--- src/rtl/nfp_pkg.sv ---
package nfp_pkg;

    localparam int EXP_W  = 8;
    localparam int MAN_W  = 9;
    localparam int WORD_W = 1 + EXP_W + MAN_W;
    localparam int SHF_W  = $clog2(MAN_W);
    localparam int LZC_W  = $clog2(MAN_W + 1);

    typedef struct packed {
        logic             sgn;
        logic [EXP_W-1:0] exp;
        logic [MAN_W-1:0] man;
    } nfp_t;

    typedef enum logic [1:0] {
        RT_ZERO  = 2'd0,
        RT_TAKEA = 2'd1,
        RT_TAKEB = 2'd2,
        RT_ARITH = 2'd3
    } route_e;

    typedef struct packed {
        nfp_t             big;
        logic [MAN_W-1:0] small_man;
        logic [EXP_W-1:0] gap;
        logic             opp;
    } ordered_t;

    // a word without its top mantissa bit carries no value
    function automatic logic is_zero(nfp_t w);
        return !w.man[MAN_W-1];
    endfunction

    // magnitude order: exponent first, mantissa second
    function automatic logic mag_ge(nfp_t x, nfp_t z);
        return {x.exp, x.man} >= {z.exp, z.man};
    endfunction

    // number of zero bits above the highest one; MAN_W for an empty vector
    function automatic logic [LZC_W-1:0] lead_zeros(logic [MAN_W-1:0] v);
        logic [LZC_W-1:0] n;
        n = LZC_W'(MAN_W);
        for (int i = 0; i < MAN_W; i++) begin
            if (v[i]) n = LZC_W'(MAN_W - 1 - i);
        end
        return n;
    endfunction

endpackage

--- src/rtl/nfp_order.sv ---
module nfp_order
    import nfp_pkg::*;
(
    input  nfp_t     a_i,
    input  nfp_t     b_i,
    output ordered_t ord_o
);

    logic a_first;
    nfp_t hi, lo;

    always_comb begin
        a_first = mag_ge(a_i, b_i);
        hi      = a_first ? a_i : b_i;
        lo      = a_first ? b_i : a_i;

        ord_o.big       = hi;
        ord_o.small_man = lo.man;
        ord_o.gap       = hi.exp - lo.exp;
        ord_o.opp       = hi.sgn ^ lo.sgn;
    end

    // the operand kept as the larger one really is not smaller
    always_comb begin
        a_r6_order_holds: assert ({ord_o.big.exp, ord_o.big.man} >= {lo.exp, lo.man})
            else $error("R6 ordering put the smaller operand first");
    end

endmodule

--- src/rtl/nfp_align.sv ---
module nfp_align
    import nfp_pkg::*;
(
    input  logic [MAN_W-1:0] man_i,
    input  logic [EXP_W-1:0] gap_i,
    output logic [MAN_W-1:0] man_o
);

    localparam int STAGES = SHF_W;

    logic [MAN_W-1:0] stage [STAGES+1];
    logic             far;

    assign stage[0] = man_i;

    // logarithmic right shifter, one stage per bit of the shift amount
    for (genvar gi = 0; gi < STAGES; gi++) begin : g_shift
        assign stage[gi+1] = gap_i[gi] ? (stage[gi] >> (1 << gi)) : stage[gi];
    end

    assign far   = gap_i >= EXP_W'(MAN_W);
    assign man_o = far ? '0 : stage[STAGES];

    // alignment only ever loses bits, and a wide gap clears the operand
    always_comb begin
        a_r4_shift_shrinks: assert (man_o <= man_i)
            else $error("R4 aligned mantissa grew");
        a_r4_far_gap_zero: assert (!far || man_o == '0)
            else $error("R4 wide gap left bits behind");
    end

endmodule

--- src/rtl/nfp_normalize.sv ---
module nfp_normalize
    import nfp_pkg::*;
(
    input  nfp_t             big_i,
    input  logic [MAN_W-1:0] small_i,
    input  logic             opp_i,
    output nfp_t             res_o
);

    logic [MAN_W:0]   sum;
    logic [MAN_W-1:0] dif;
    logic [LZC_W-1:0] lz;
    logic             cancel;
    logic             floor_hit;

    always_comb begin
        sum       = {1'b0, big_i.man} + {1'b0, small_i};
        dif       = big_i.man - small_i;
        lz        = lead_zeros(dif);
        cancel    = (dif == '0);
        floor_hit = EXP_W'(lz) > big_i.exp;

        res_o = '0;
        if (!opp_i) begin
            res_o.sgn = big_i.sgn;
            if (sum[MAN_W]) begin
                res_o.exp = big_i.exp + 1'b1;
                res_o.man = sum[MAN_W:1];
            end else begin
                res_o.exp = big_i.exp;
                res_o.man = sum[MAN_W-1:0];
            end
        end else if (!cancel && !floor_hit) begin
            res_o.sgn = big_i.sgn;
            res_o.exp = big_i.exp - EXP_W'(lz);
            res_o.man = dif << lz;
        end
    end

    // a difference never raises the exponent; a kept one is normalised
    always_comb begin
        a_r5_exp_not_raised: assert (!opp_i || res_o.exp <= big_i.exp)
            else $error("R5 subtraction raised the exponent");
        a_r8_flush_or_norm: assert (res_o.man[MAN_W-1] || res_o == '0)
            else $error("R8 unnormalised result was not flushed");
    end

endmodule

--- src/rtl/nfp_add.sv ---
module nfp_add
    import nfp_pkg::*;
(
    input  logic [17:0] a,
    input  logic [17:0] b,
    output logic [17:0] y
);

    nfp_t             wa, wb, arith;
    ordered_t         ord;
    logic [MAN_W-1:0] small_al;
    route_e           route;

    assign wa = nfp_t'(a);
    assign wb = nfp_t'(b);

    nfp_order u_order (
        .a_i   (wa),
        .b_i   (wb),
        .ord_o (ord)
    );

    nfp_align u_align (
        .man_i (ord.small_man),
        .gap_i (ord.gap),
        .man_o (small_al)
    );

    nfp_normalize u_norm (
        .big_i   (ord.big),
        .small_i (small_al),
        .opp_i   (ord.opp),
        .res_o   (arith)
    );

    always_comb begin
        unique case ({is_zero(wa), is_zero(wb)})
            2'b11:   route = RT_ZERO;
            2'b10:   route = RT_TAKEB;
            2'b01:   route = RT_TAKEA;
            default: route = RT_ARITH;
        endcase
    end

    always_comb begin
        unique case (route)
            RT_ZERO:  y = '0;
            RT_TAKEB: y = b;
            RT_TAKEA: y = a;
            default:  y = arith;
        endcase
    end

    // port-level checks
    always_comb begin
        a_r1_normal_or_zero: assert (y[MAN_W-1] || y == '0)
            else $error("R1 output neither normalised nor zero");
        a_r9_pass_other: assert (!(is_zero(wa) && !is_zero(wb)) || y == b)
            else $error("R9 zero operand altered the other");
        a_r7_cancel_zero: assert (!(!is_zero(wa) && a[16:0] == b[16:0] && a[17] != b[17]) || y == '0)
            else $error("R7 exact cancellation not zero");
        a_r6_sign_of_larger: assert (is_zero(wa) || is_zero(wb) || y == '0 ||
                                     y[17] == (mag_ge(wa, wb) ? a[17] : b[17]))
            else $error("R6 sign not taken from the larger operand");
    end

endmodule

--- config.mk ---
export PLATFORM = sky130hd
export DESIGN_NAME = nfp_add
export DESIGN_NICKNAME = d
export VERILOG_FILES = /design/src/rtl/nfp_pkg.sv /design/src/rtl/nfp_order.sv /design/src/rtl/nfp_align.sv /design/src/rtl/nfp_normalize.sv /design/src/rtl/nfp_add.sv
export SDC_FILE = /design/constraint.sdc
export NUM_CORES = 1
export LEC_CHECK = 0
export BUFFER_PORTS_ARGS = -buffer_cell sky130_fd_sc_hd__buf_2
export CELL_PAD_IN_SITES_DETAIL_PLACEMENT = 0
export CELL_PAD_IN_SITES_GLOBAL_PLACEMENT = 1
export CORE_UTILIZATION = 28
export DETAILED_ROUTE_END_ITERATION = 6
export PLACE_DENSITY = 0.6
export SLEW_MARGIN = 25
export SYNTH_ARGS = -nofsm -noshare
export SYNTH_HDL_FRONTEND = slang
export SYNTH_SLANG_ARGS = --single-unit
--- constraint.sdc ---
create_clock -name vclk -period 34.7
set_input_delay 8.675 -clock vclk [all_inputs]
set_output_delay 8.675 -clock vclk [all_outputs]
set_load 0.005 [all_outputs]
==> reports/results.ini, run 1 <==
[run_status]
outcome = completed

[die]
die_h_um = 115.5
io_pins = 54
rows = 41
core_um2 = 12570
die_w_um = 115.5
dieArea_um2 = 13340
start_util_pct = 28.69

[layout]
seq_cell_count = 0
diodes = 0
clock_buffers = 0
final_cell_mix = a21oi_1 (55), buf_2 (54), nand2_1 (45)
multi_input_area_um2 = 3314
final_common_cell = a21oi_1
fin_nets = 645
layout-drive-gt1-share_pct = 13.88
final_util_pct = 31.52
areaGrowthSynthToFinish_pct = 9.854
fillCellCount = 1410
seq_area_um2 = 0

[routing]
wl_mm = 13.26
drtIter0Drc = 246
dr.pass1.iters = 5
wl_per_cell_um = 18.06
ant_nets = 0
dr_total_vias = 4102
viasPerCell = 5.589
route.detailed.drc = 0

[critical_path]
cp.required_ps = 26020
crit_family = compound AO/OA/AOI/OAI gates
crit_slowest_cell = nand2_1
critPathMaxStageDelay_ps = 730
endpoint_kind = primary output
path_buf_inv = 5
arrival_ps = 17430
crit_fanout = 30
critPathKind = in -> out
startpoint_type = primary input

[timing]
rsz0062_at_grt = no
drv_slew = 0
hold_viol_final = 0
setup_viol = 0
post-route-period-util_pct = 75.24
layout_min_cycle_time_ps = 26110
slew_headroom_pct = 36.66
fin_tns_setup_ps = 0
clock.fmax_mhz = 38.30
worst_slew_pin_slew_ps = 947.8

[pwr]
leakagePower_nw = 1.742
p_per_area_nw_per_um2 = 32.80
vdd_drop_max_v = 0.00001131

[global_routing]
antenna_found_initial = 0
grt_use_total_pct = 19.85
grt_pass1_vias = 3827
grt_pass1_wl_mm = 20.67
grt_max_degree = 37
grt_overflow = 0

[placement]
dpl.hpwl_mm = 10.97
place.gp.congestion = 0.8620
io_buffers = 54

[job]
maxCapViolCount = 0

[synthesis]
synth.net_count = 621
yosys_warnings = 0
synth_cell_types = 68
synthCells = 540
ys_seq_area_share_pct = 0
synth_area_um2 = 3606
avgSynthCellArea_um2 = 6.678

[clocking]
cts_setup_buffers = 0
hold_buffers = 0
cts_resized = 0

[min_path]
hp-class = in -> out

[kinds of logic after synthesis]
kind of cell	after synthesis	synth area share (%)
buffers and inverters	72	8.293
AOI/OAI and AO/OA	192	36.33
muxes	23	6.488
adders and majority gates	45	16.24
and+or+nand+nor	176	24.88
xor gates and xnor gates	32	7.772
[final timing paths]
check                    to  slack, ps  startpoint  cells past startpoint
worst min-delay path  y[13]      17750       b[13]                      4
worst max-delay path  y[15]       8590        b[3]                     33
[routing by layer]
layer / global-route usage (%) / routed length (um) / vias up
met5: 0 / 0 / -
met4: 3.636 / 191 / 0
met3: 0.2092 / 429 / 11
met2: 35.97 / 6441 / 115
met1: 26.57 / 6195 / 1929
li1: - / - / 2047
[stage by stage]
stage | hold WS, ps | setup slack [ps] | cells | total power (W) | instance area, um^2
after global placement | 17750 | 8729 | 734 | 0.0001286 | 3954
after floorplan | 17450 | 10580 | 540 | 0.00009627 | 3606
after detailed placement | 17740 | 8675 | 734 | 0.0001284 | 3961
final | 17750 | 8591 | 734 | 0.0001299 | 3961
after CTS | 17750 | 8662 | 734 | 0.0001292 | 3961
after global routing | 17790 | 7872 | 734 | 0.0001431 | 3961
[cell usage after synthesis, types with 14 or more instances]
| cell type | number | area [um^2] |
|---|---|---|
| nor2_1 | 44 | 165.2 |
| nand2_1 | 45 | 168.9 |
| mux2i_1 | 20 | 200.2 |
| xor2_1 | 16 | 140.1 |
| ha_1 | 42 | 525.5 |
| inv_1 | 37 | 138.9 |
| a21oi_1 | 55 | 275.3 |
| xnor2_1 | 16 | 140.1 |
| clkbuf_1 | 21 | 78.83 |
| a221oi_1 | 18 | 157.7 |
| o21ai_0 | 32 | 160.2 |
| nor3_1 | 14 | 70.07 |
| nand3_1 | 18 | 90.09 |
[final cells by class]
class	instances	area share (%)
inverter	37	3.506
tap	172	5.433
multi-input combinational	468	83.67
timing repair buffer	57	7.391
[power by group]
| group | switching, W | leakage [nW] | internal, W |
|---|---|---|---|
| clock network | 0 | 0 | 0 |
| registers | 0 | 0 | 0 |
| logic | 0.0000806 | 1.74 | 0.0000493 |
| total | 0.0000806 | 1.74 | 0.0000493 |
Note: power is estimated with default switching activity, not from simulation.
==> run 2, diff against run 1 <==
==> constraint.sdc (replaced) <==
create_clock -name vclk -period 24.8
set_input_delay 6.2 -clock vclk [all_inputs]
set_output_delay 6.2 -clock vclk [all_outputs]
set_load 0.005 [all_outputs]
==> run 2 against run 1 <==
Compared with the run above: power rose by 39%; first-iteration DRC count up 17%; worst setup slack lost 4800 ps; non-clock buffer count unchanged; sequential share of layout area stayed put; critical path type unchanged; largest cell class unchanged; largest power group unchanged; highest routed layer unchanged.
==> reports/results.ini, run 2 (synthesis results as in run 1) <==
[run_status]
outcome = completed

[timing]
setup_viol = 0
hold_viol_final = 0
layout_min_cycle_time_ps = 21000
worst_slew_pin_slew_ps = 940.9
slew_headroom_pct = 37.12
rsz0062_at_grt = no
drv_slew = 0
clock.fmax_mhz = 47.61
post-route-period-util_pct = 84.69
fin_tns_setup_ps = 0

[layout]
diodes = 0
areaGrowthSynthToFinish_pct = 9.854
seq_cell_count = 0
final_common_cell = a21oi_1
clock_buffers = 0
seq_area_um2 = 0
final_cell_mix = a21oi_1 (55), buf_2 (54), nand2_1 (45)
multi_input_area_um2 = 3314
layout-drive-gt1-share_pct = 13.88
fin_nets = 645
final_util_pct = 31.52
fillCellCount = 1417

[pwr]
comb_power_share_pct = 100.0
p_per_area_nw_per_um2 = 45.67
seqPwrFrac_pct = 0
vdd_drop_max_v = 0.00001329
p_sw_w = 0.0001121
p_int_w = 0.00006883
p_sw_share_pct = 61.96
clkPwrFrac_pct = 0
leakagePower_nw = 1.742

[routing]
dr_total_vias = 4096
wl_per_cell_um = 18.02
wl_mm = 13.23
route.detailed.drc = 0
dr.pass1.iters = 6
viasPerCell = 5.580
route.met3.wl_um = 496
drtIter0Drc = 289
top_layer = met4
wl_met2_mm = 6.374
met1_length_mm = 6.160
ant_nets = 0

[critical_path]
critPathKind = in -> out
critPathMaxStageDelay_ps = 710
endpoint_kind = primary output
arrival_ps = 14800
crit_slowest_cell = nand2_1
startpoint_type = primary input
path_buf_inv = 5
cp.required_ps = 18600
cpMostUsedCell = a21oi_1
worstSetupStartpoint = b[3]
crit_fanout = 30
crit_family = compound AO/OA/AOI/OAI gates

[die]
die_w_um = 115.5
io_pins = 54
rows = 41
start_util_pct = 28.69
die_h_um = 115.5
core_um2 = 12570
dieArea_um2 = 13340

[placement]
io_buffers = 54
place.gp.congestion = 0.8628
dpl.hpwl_mm = 10.97

[clocking]
cts_setup_buffers = 0
hold_buffers = 0
cts_resized = 0

[global_routing]
grt_use_total_pct = 19.86
grt_pass1_vias = 3903
grt_overflow = 0
grt_max_degree = 37
grt_pass1_wl_mm = 20.85
antenna_found_initial = 0

[job]
maxCapViolCount = 0

[min_path]
hold_start = b[16]
hp-class = in -> out

==> run 2: cell counts in the layout (fill, tap and decap cells not counted) <==
No cell type changed its count.
==> run 2: worst min-delay path, cell delays in order <==
cell      delay [ps]
buf_2            100
a221oi_1          80
a21oi_1          110
buf_2            120
==> run 2: layer usage <==
layer / global-route usage, % / vias up
li1: - / 2042
met1: 26.93 / 1908
met2: 36.09 / 128
met3: 0.2615 / 18
met4: 2.424 / 0
met5: 0 / -
==> run 2: per-stage QoR <==
step | instance area, um^2 | setup slack, ps | total power (W) | cells | hold WS (ps)
5_1_grt | 3961 | 3059 | 0.0002003 | 734 | 12840
3_5_place_dp | 3961 | 3796 | 0.0001791 | 734 | 12800
3_3_place_gp | 3954 | 3780 | 0.0001799 | 734 | 12800
6_report | 3961 | 3796 | 0.0001809 | 734 | 12810
4_1_cts | 3961 | 3774 | 0.0001801 | 734 | 12800
2_1_floorplan | 3606 | 5633 | 0.0001347 | 540 | 12500
==> run 2: power by group through the flow <==
stage | clock (W) | combinational [W] | sequential (W)
after floorplan | 0 | 0.000135 | 0
after global placement | 0 | 0.000180 | 0
after detailed placement | 0 | 0.000179 | 0
after CTS | 0 | 0.000180 | 0
after global routing | 0 | 0.000200 | 0
final | 0 | 0.000181 | 0
==> run 2: cell type report <==
type	instances	share of cell area [%]
multi-input combinational	468	83.67
timing repair buffer	57	7.391
inverter	37	3.506
tap	172	5.433
==> run 2: final timing paths <==
path	to	slack (ps)	depth (start not counted)
worst max-delay path	y[4]	3800	33
worst min-delay path	y[16]	12810	4
